--- src/rtl/dram_seq_pkg.sv ---
package dram_seq_pkg;

    typedef enum logic [1:0] {
        CMD_PRE = 2'd0,
        CMD_ACT = 2'd1,
        CMD_RD  = 2'd2,
        CMD_WR  = 2'd3
    } dram_cmd_e;

    // longest burst one request can expand into
    localparam int BURST_MAX = 3;
    localparam int LEN_W     = $clog2(BURST_MAX + 1);

endpackage

--- src/rtl/row_burst_decoder.sv ---
module row_burst_decoder
    import dram_seq_pkg::*;
#(
    parameter int ROW_W = 14
) (
    input  logic                            open_valid,
    input  logic [ROW_W-1:0]                open_row,
    input  logic [ROW_W-1:0]                want_row,
    input  logic                            want_write,
    output logic [LEN_W-1:0]                burst_len,
    output logic [BURST_MAX-1:0][1:0]       burst_cmd,
    output logic                            row_hit
);

    logic [1:0] col_cmd;

    always_comb begin
        col_cmd = want_write ? CMD_WR : CMD_RD;
        for (int k = 0; k < BURST_MAX; k++) begin
            burst_cmd[k] = col_cmd;
        end
        if (!open_valid) begin
            burst_len    = LEN_W'(2);
            burst_cmd[0] = CMD_ACT;
            row_hit      = 1'b0;
        end else if (open_row != want_row) begin
            burst_len    = LEN_W'(3);
            burst_cmd[0] = CMD_PRE;
            burst_cmd[1] = CMD_ACT;
            row_hit      = 1'b0;
        end else begin
            burst_len    = LEN_W'(1);
            row_hit      = 1'b1;
        end
    end

    always_comb begin
        assert (burst_len != '0 && burst_len <= LEN_W'(BURST_MAX))
            else $error("p_len_range_r2: burst length out of range");
        assert (burst_cmd[burst_len - LEN_W'(1)] == col_cmd)
            else $error("p_last_is_col_r5: burst does not end in column command");
    end

endmodule

--- src/rtl/bank_cmd_queue.sv ---
module bank_cmd_queue
    import dram_seq_pkg::*;
#(
    parameter int ROW_W = 14,
    parameter int COL_W = 10
) (
    input  logic                        clk,
    input  logic                        rst_n,
    input  logic                        load,
    input  logic [LEN_W-1:0]            load_len,
    input  logic [BURST_MAX-1:0][1:0]   load_cmd,
    input  logic [ROW_W-1:0]            load_row,
    input  logic [COL_W-1:0]            load_col,
    input  logic                        pop,
    output logic                        head_valid,
    output logic [1:0]                  head_cmd,
    output logic [ROW_W-1:0]            head_row,
    output logic [COL_W-1:0]            head_col
);

    typedef struct packed {
        logic [BURST_MAX-1:0][1:0] cmd;
        logic [LEN_W-1:0]          cnt;
        logic [ROW_W-1:0]          row;
        logic [COL_W-1:0]          col;
    } queue_state_t;

    queue_state_t st_q, st_d;

    always_comb begin
        st_d = st_q;
        if (load) begin
            st_d.cmd = load_cmd;
            st_d.cnt = load_len;
            st_d.row = load_row;
            st_d.col = load_col;
        end else if (pop && st_q.cnt != '0) begin
            for (int k = 0; k < BURST_MAX - 1; k++) begin
                st_d.cmd[k] = st_q.cmd[k+1];
            end
            st_d.cmd[BURST_MAX-1] = CMD_PRE;
            st_d.cnt = st_q.cnt - LEN_W'(1);
        end
    end

    always_ff @(posedge clk) begin
        if (!rst_n) begin
            st_q <= '0;
        end else begin
            st_q <= st_d;
        end
    end

    assign head_valid = (st_q.cnt != '0);
    assign head_cmd   = st_q.cmd[0];
    assign head_row   = st_q.row;
    assign head_col   = st_q.col;

    p_load_only_empty_r6: assert property (@(posedge clk) disable iff (!rst_n)
        load |-> st_q.cnt == '0)
        else $error("p_load_only_empty_r6");

    p_pop_order_r7: assert property (@(posedge clk) disable iff (!rst_n)
        (pop && st_q.cnt > LEN_W'(1)) |=> head_cmd == $past(st_q.cmd[1]))
        else $error("p_pop_order_r7");

    p_empty_pop_ignored_r7: assert property (@(posedge clk) disable iff (!rst_n)
        (pop && st_q.cnt == '0 && !load) |=> !head_valid)
        else $error("p_empty_pop_ignored_r7");

    p_hold_without_strobe_r6: assert property (@(posedge clk) disable iff (!rst_n)
        (!pop && !load) |=> $stable(st_q))
        else $error("p_hold_without_strobe_r6");

endmodule

--- src/rtl/bank_row_tracker.sv ---
module bank_row_tracker
    import dram_seq_pkg::*;
#(
    parameter int ROW_W = 14
) (
    input  logic             clk,
    input  logic             rst_n,
    input  logic             fire,
    input  logic [1:0]       fire_cmd,
    input  logic [ROW_W-1:0] fire_row,
    output logic             open_valid,
    output logic [ROW_W-1:0] open_row
);

    typedef struct packed {
        logic             vld;
        logic [ROW_W-1:0] row;
    } row_state_t;

    row_state_t rs_q, rs_d;

    always_comb begin
        rs_d = rs_q;
        if (fire) begin
            case (fire_cmd)
                CMD_ACT: begin
                    rs_d.vld = 1'b1;
                    rs_d.row = fire_row;
                end
                CMD_PRE: rs_d.vld = 1'b0;
                default: ;
            endcase
        end
    end

    always_ff @(posedge clk) begin
        if (!rst_n) begin
            rs_q <= '0;
        end else begin
            rs_q <= rs_d;
        end
    end

    assign open_valid = rs_q.vld;
    assign open_row   = rs_q.row;

    p_act_opens_r8: assert property (@(posedge clk) disable iff (!rst_n)
        (fire && fire_cmd == CMD_ACT) |=> (open_valid && open_row == $past(fire_row)))
        else $error("p_act_opens_r8");

    p_pre_closes_r8: assert property (@(posedge clk) disable iff (!rst_n)
        (fire && fire_cmd == CMD_PRE) |=> !open_valid)
        else $error("p_pre_closes_r8");

    p_column_keeps_r8: assert property (@(posedge clk) disable iff (!rst_n)
        (fire && (fire_cmd == CMD_RD || fire_cmd == CMD_WR)) |=> $stable(open_valid))
        else $error("p_column_keeps_r8");

endmodule

--- src/rtl/dram_bank_cmd_seq.sv ---
module dram_bank_cmd_seq
    import dram_seq_pkg::*;
#(
    parameter int NUM_RANKS = 2,
    parameter int NUM_BANKS = 4,
    parameter int ROW_W     = 14,
    parameter int COL_W     = 10,
    localparam int RANK_W   = (NUM_RANKS > 1) ? $clog2(NUM_RANKS) : 1,
    localparam int BANK_W   = (NUM_BANKS > 1) ? $clog2(NUM_BANKS) : 1,
    localparam int NQ       = NUM_RANKS * NUM_BANKS
) (
    input  logic                        clk,
    input  logic                        rst_n,
    input  logic                        req_valid,
    input  logic                        req_write,
    input  logic [RANK_W-1:0]           req_rank,
    input  logic [BANK_W-1:0]           req_bank,
    input  logic [ROW_W-1:0]            req_row,
    input  logic [COL_W-1:0]            req_col,
    output logic                        req_ready,
    output logic                        acc_valid,
    output logic                        acc_hit,
    output logic [NQ-1:0]               head_valid,
    output logic [NQ-1:0][1:0]          head_cmd,
    output logic [NQ-1:0][ROW_W-1:0]    head_row,
    output logic [NQ-1:0][COL_W-1:0]    head_col,
    input  logic [NQ-1:0]               issue,
    output logic [NQ-1:0]               bank_open
);

    localparam int IDX_W = (NQ > 1) ? $clog2(NQ) : 1;

    typedef struct packed {
        logic             vld;
        logic             hit;
        logic [IDX_W-1:0] idx;
    } acc_state_t;

    logic [IDX_W-1:0]               tgt_idx;
    logic                           accept;
    logic [NQ-1:0]                  open_vld;
    logic [NQ-1:0][ROW_W-1:0]       open_row;
    logic [NQ-1:0]                  pop;
    logic                           sel_open_vld;
    logic [ROW_W-1:0]               sel_open_row;
    logic [LEN_W-1:0]               dec_len;
    logic [BURST_MAX-1:0][1:0]      dec_cmd;
    logic                           dec_hit;
    acc_state_t                     acc_q, acc_d;

    always_comb begin
        tgt_idx      = IDX_W'(req_rank) * IDX_W'(NUM_BANKS) + IDX_W'(req_bank);
        req_ready    = !head_valid[tgt_idx];
        accept       = req_valid && req_ready;
        sel_open_vld = open_vld[tgt_idx];
        sel_open_row = open_row[tgt_idx];
    end

    // one decoder serves whichever bank the request addresses
    row_burst_decoder #(
        .ROW_W      (ROW_W)
    ) u_decoder (
        .open_valid (sel_open_vld),
        .open_row   (sel_open_row),
        .want_row   (req_row),
        .want_write (req_write),
        .burst_len  (dec_len),
        .burst_cmd  (dec_cmd),
        .row_hit    (dec_hit)
    );

    for (genvar b = 0; b < NQ; b++) begin : g_bank
        logic load_here;

        assign load_here = accept && (tgt_idx == IDX_W'(b));
        assign pop[b]    = issue[b] && head_valid[b];

        bank_cmd_queue #(
            .ROW_W      (ROW_W),
            .COL_W      (COL_W)
        ) u_queue (
            .clk        (clk),
            .rst_n      (rst_n),
            .load       (load_here),
            .load_len   (dec_len),
            .load_cmd   (dec_cmd),
            .load_row   (req_row),
            .load_col   (req_col),
            .pop        (pop[b]),
            .head_valid (head_valid[b]),
            .head_cmd   (head_cmd[b]),
            .head_row   (head_row[b]),
            .head_col   (head_col[b])
        );

        bank_row_tracker #(
            .ROW_W      (ROW_W)
        ) u_tracker (
            .clk        (clk),
            .rst_n      (rst_n),
            .fire       (pop[b]),
            .fire_cmd   (head_cmd[b]),
            .fire_row   (head_row[b]),
            .open_valid (open_vld[b]),
            .open_row   (open_row[b])
        );
    end

    always_comb begin
        acc_d     = acc_q;
        acc_d.vld = accept;
        if (accept) begin
            acc_d.hit = dec_hit;
            acc_d.idx = tgt_idx;
        end
    end

    always_ff @(posedge clk) begin
        if (!rst_n) begin
            acc_q <= '0;
        end else begin
            acc_q <= acc_d;
        end
    end

    assign acc_valid = acc_q.vld;
    assign acc_hit   = acc_q.hit;
    assign bank_open = open_vld;

    p_miss_starts_row_cmd_r2: assert property (@(posedge clk) disable iff (!rst_n)
        (acc_valid && !acc_hit) |->
            (head_valid[acc_q.idx] &&
             (head_cmd[acc_q.idx] == CMD_PRE || head_cmd[acc_q.idx] == CMD_ACT)))
        else $error("p_miss_starts_row_cmd_r2");

    p_conflict_pre_first_r3: assert property (@(posedge clk) disable iff (!rst_n)
        (acc_valid && !acc_hit && bank_open[acc_q.idx]) |-> head_cmd[acc_q.idx] == CMD_PRE)
        else $error("p_conflict_pre_first_r3");

    p_hit_single_column_r4: assert property (@(posedge clk) disable iff (!rst_n)
        (acc_valid && acc_hit) |->
            (head_valid[acc_q.idx] && bank_open[acc_q.idx] &&
             (head_cmd[acc_q.idx] == CMD_RD || head_cmd[acc_q.idx] == CMD_WR)))
        else $error("p_hit_single_column_r4");

    p_blocked_no_accept_r6: assert property (@(posedge clk) disable iff (!rst_n)
        (req_valid && head_valid[tgt_idx]) |=> !acc_valid)
        else $error("p_blocked_no_accept_r6");

    p_accept_pulse_r10: assert property (@(posedge clk) disable iff (!rst_n)
        (req_valid && req_ready) |=> acc_valid)
        else $error("p_accept_pulse_r10");

endmodule

--- config.mk ---
export PLATFORM = sky130hd
export DESIGN_NAME = dram_bank_cmd_seq
export DESIGN_NICKNAME = d
export VERILOG_FILES = /design/src/rtl/dram_seq_pkg.sv /design/src/rtl/row_burst_decoder.sv /design/src/rtl/bank_cmd_queue.sv /design/src/rtl/bank_row_tracker.sv /design/src/rtl/dram_bank_cmd_seq.sv
export SDC_FILE = /design/constraint.sdc
export NUM_CORES = 1
export LEC_CHECK = 0
export BUFFER_PORTS_ARGS = -buffer_cell sky130_fd_sc_hd__buf_2
export CORE_AREA = 2 2 235 214
export CTS_CLUSTER_DIAMETER = 40
export DETAILED_ROUTE_END_ITERATION = 8
export DIE_AREA = 0 0 237 216
export GPL_ROUTABILITY_DRIVEN = 0
export GPL_TIMING_DRIVEN = 0
export HOLD_SLACK_MARGIN = 0.05
export PLACE_DENSITY = 0.6
export SYNTH_ARGS = -nofsm -noshare
export SYNTH_HDL_FRONTEND = slang
export SYNTH_SLANG_ARGS = --single-unit
--- constraint.sdc ---
create_clock -name clk -period 3.7 [get_ports clk]
set_clock_uncertainty 0.2 [all_clocks]
set_input_delay 0.185 -clock clk [delete_from_list [all_inputs] [get_ports clk]]
set_output_delay 0.185 -clock clk [all_outputs]
set_load 0.01 [all_outputs]
==> flow_metrics.tcl <==
set metrics [dict create \
    dieArea_sq_um 51190 \
    status "finished, final reports clean" \
    seqCellArea_sq_um 7567 \
    drt_wl_total_um 62530 \
    max_stage_delay_ps 670 \
    synth_area_sq_um 16870 \
    fp-row-count 77 \
    drt.antenna.violating_nets 0 \
    arrival_ps 3510 \
    yosysMostFrequentCell "nand2_1" \
    clk_pin_slew_ps 60 \
    hold_depth 3 \
    powerDensity_nw_per_um2 498.7 \
    synth_edf_count 0 \
    grt.total_usage_pct 23.73 \
    instances_no_fill 3145 \
    relSlewSlack_pct 36.38 \
    pin_count 266 \
    synthesis.nets 2203 \
    multi_input_area_sq_um 6800 \
    cp_cell_sequence "dlygate4sd3_1, clkbuf_1, nor3_1, nor4b_2, nand4_1, nor3_4, nand3_2, o22ai_1" \
    fin_area_sq_um 20770 \
    postSynthCellCount 2156 \
    num_vias 15710 \
    layout-drive-gt1-share_pct 24.53 \
    root_buffer "clkbuf_16" \
    postLayoutCoreUtil_pct 42.68 \
    clockBufferDepth 3 \
    cts_max_level 2 \
    p_comb_share_pct 13.0 \
    post-route-drc-count 0 \
    nets 2521 \
    yosysWarnings 0 \
    ys_ff_latch 378 \
    hold_viol 0 \
    post_dp_cell_area_sq_um 18840 \
    first_global_vias 15380 \
    yosysTopAreaCell "dfxtp_1" \
    hold_slack_ps 86.68 \
    cp.required_ps 3960 \
    synth_top_area_share_pct 44.87 \
    area_delta_synth_final_pct 23.13 \
    yosys-top-cells-area "dfxtp_1, nand2_1, a21oi_1, buf_4, clkbuf_1" \
    setup_viol 0 \
    clock_latency_ps 580 \
    dp_hpwl_um 48650 \
    drv_cap 0 \
    synth_cell_types 64 \
    grt_pass1_wl_um 92230 \
    r2r_setup_slack_ps 480 \
    rsz0062_at_grt "no" \
    finalCritPeriodShare_pct 87.94 \
    die_h_um 216 \
    start_util_pct 34.67 \
    seq_area_frac_synth_pct 44.87 \
    sw_frac_of_total_pct 26.99 \
    peakVddDrop_uv 301.8 \
    clkPwrFrac_pct 45.4 \
    ys.flop_type "dfxtp_1" \
    p_int_mw 7.562 \
    maxSlewViolCount 0 \
    numCtsBuffers 48 \
    grt_max_degree 14 \
    fp.dieW_um 237 \
    final.fill_count 4958 \
    pwr-share-seq_pct 41.7 \
    r2r_start "g_bank[3].u_tracker.open_row[11]" \
    finalWorstSetupSlack_ps 446.4 \
    finalPower_mw 10.36 \
    core_area_sq_um 48650 \
    antenna_found_initial 1 \
    leakage_nw 8.530 \
    ctsResizeCount 0 \
    ys_top_cells_by_count "nand2_1, dfxtp_1, a21oi_1" \
    slowest_stage "clkbuf_1" \
    synthArstFlopShare_pct 0 \
    port_buffers 237 \
    worst_slew_pin_slew_ps 954.2 \
    overflow 0 \
    power.switching_mw 2.796 \
    timing.fmax_mhz 307.4 \
    syn_avg_cell_area_sq_um 7.823 \
    min_period_ps 3254 \
    cts_tree "done" \
    drt-pass1-iter-count 5 \
    drt_iter0_markers 1325 \
    r2r_end "g_bank[0].u_queue.head_cmd[0]" \
    cp-end-kind "register" \
    reg2reg_depth 8 \
    critPathMaxFanout 10 \
    fin_tns_setup_ps 0 \
    clock_sinks 378 \
    place_inst 3025 \
    via_per_inst 4.997 \
    hp-start "req_row[12]" \
    crit_type "in2reg" \
    hold_class "in2reg" \
    wl_per_cell_um 19.88 \
    holdPathEnd "g_bank[4].u_queue.head_row[12]" \
    pre_cts_slack_ps 255.1 \
    start_kind "input pin" \
]
## repair_timing
item,4_1_cts,5_1_grt
buffers inserted,0,0
hold buffers,31,0
hold endpoints to repair,210,0
## routing by layer
metal / vias up / share of wire, % / wire, um / track usage [%]
met5: - / 0 / 0 / 0
met4: 0 / 3.2 / 2026 / 8.291
met3: 117 / 7.9 / 4925 / 4.976
met2: 642 / 46 / 28990 / 39.29
met1: 7455 / 43 / 26590 / 30.60
li1: 7500 / - / - / -
## critical path: cells and delay by family
family          cells  cell delay (ps)
simple gates        5             1780
buf+inv             2             1210
compound gates      1              310
## cell usage in the layout (no fill, tap or decap), types with 7 or more instances in the layout
| cell | netlist | final |
|---|---|---|
| a31oi_1 | 9 | 9 |
| ha_1 | 8 | 8 |
| xnor2_1 | 10 | 10 |
| dlygate4sd3_1 | 0 | 31 |
| buf_1 | 12 | 12 |
| nand3_1 | 24 | 24 |
| nand2_1 | 708 | 708 |
| o21ai_0 | 30 | 30 |
| dfxtp_1 | 378 | 378 |
| nor2_1 | 37 | 37 |
| clkbuf_1 | 113 | 120 |
| clkbuf_8 | 0 | 7 |
| buf_4 | 237 | 237 |
| nor3_1 | 10 | 10 |
| nor2b_1 | 11 | 11 |
| a21oi_1 | 356 | 356 |
| o22ai_1 | 9 | 9 |
| mux4_2 | 12 | 12 |
| mux2i_1 | 30 | 30 |
| inv_1 | 26 | 26 |
| clkbuf_16 | 0 | 48 |
| buf_2 | 14 | 251 |
| a31o_2 | 9 | 9 |
| a211oi_1 | 9 | 9 |
| mux2_2 | 10 | 10 |
| buf_6 | 7 | 7 |
## cells by family (layout without fill, tap and decap cells)
| group | count (synthesis) | in the layout | share of synthesized area (%) |
|---|---|---|---|
| and+or+nand+nor | 833 | 833 | 19.91 |
| AOI/OAI and AO/OA | 455 | 455 | 14.63 |
| DFF | 378 | 378 | 44.87 |
| other | 0 | 2 | 0 |
| muxes | 56 | 56 | 4.355 |
| xor gates and xnor gates | 16 | 16 | 0.8308 |
| buffers and inverters | 410 | 765 | 14.81 |
| adders and majority gates | 8 | 8 | 0.5935 |
## worst max-delay path by stage
| stage | slack [ps] | end | depth (start not counted) | start |
|---|---|---|---|---|
| 2_1_floorplan | 1060 | g_bank[7].u_queue.st_q[30] | 10 | g_bank[6].u_queue.st_q[24] |
| 3_3_place_gp | 290 | g_bank[0].u_queue.head_cmd[0] | 11 | req_bank[1] |
| 3_5_place_dp | 260 | g_bank[0].u_queue.head_cmd[0] | 10 | req_bank[1] |
| 4_1_cts | 520 | g_bank[5].u_queue.head_row[5] | 10 | g_bank[7].u_queue.st_q[24] |
| 5_1_grt | 280 | g_bank[7].u_queue.head_row[11] | 12 | g_bank[1].u_queue.st_q[24] |
| 6_report | 450 | g_bank[0].u_queue.head_cmd[0] | 8 | req_row[6] |
## layout make-up
class | instances | area share [%]
Buffer | 383 | 11.54
Tap cell | 632 | 3.808
Clock buffer | 62 | 6.374
Clock inverter | 25 | 1.374
Antenna cell | 2 | 0.02410
Sequential cell | 378 | 36.44
Multi-Input combinational cell | 1368 | 32.74
Timing Repair Buffer | 268 | 7.206
Inverter | 27 | 0.4880
## flip-flops by register name (all words and copies together), names as in the netlist
register,cells
g_bank.u_queue.head_row,112
g_bank.u_tracker.open_row,112
g_bank.u_queue.head_col,80
g_bank.u_queue.st_q,48
g_bank.u_queue.head_cmd,16
g_bank.u_tracker.open_valid,8
acc_hit,1
acc_valid,1
## power groups by stage
stage	clock (mW)	sequential, mW	combinational (mW)
floorplan	0	4.36	0.871
global placement	0	4.40	1.28
detailed placement	0	4.40	1.30
CTS	4.73	4.31	1.34
global route	4.90	4.33	1.46
finish	4.70	4.31	1.34
No activity file was read; power rests on OpenSTA's default activity.
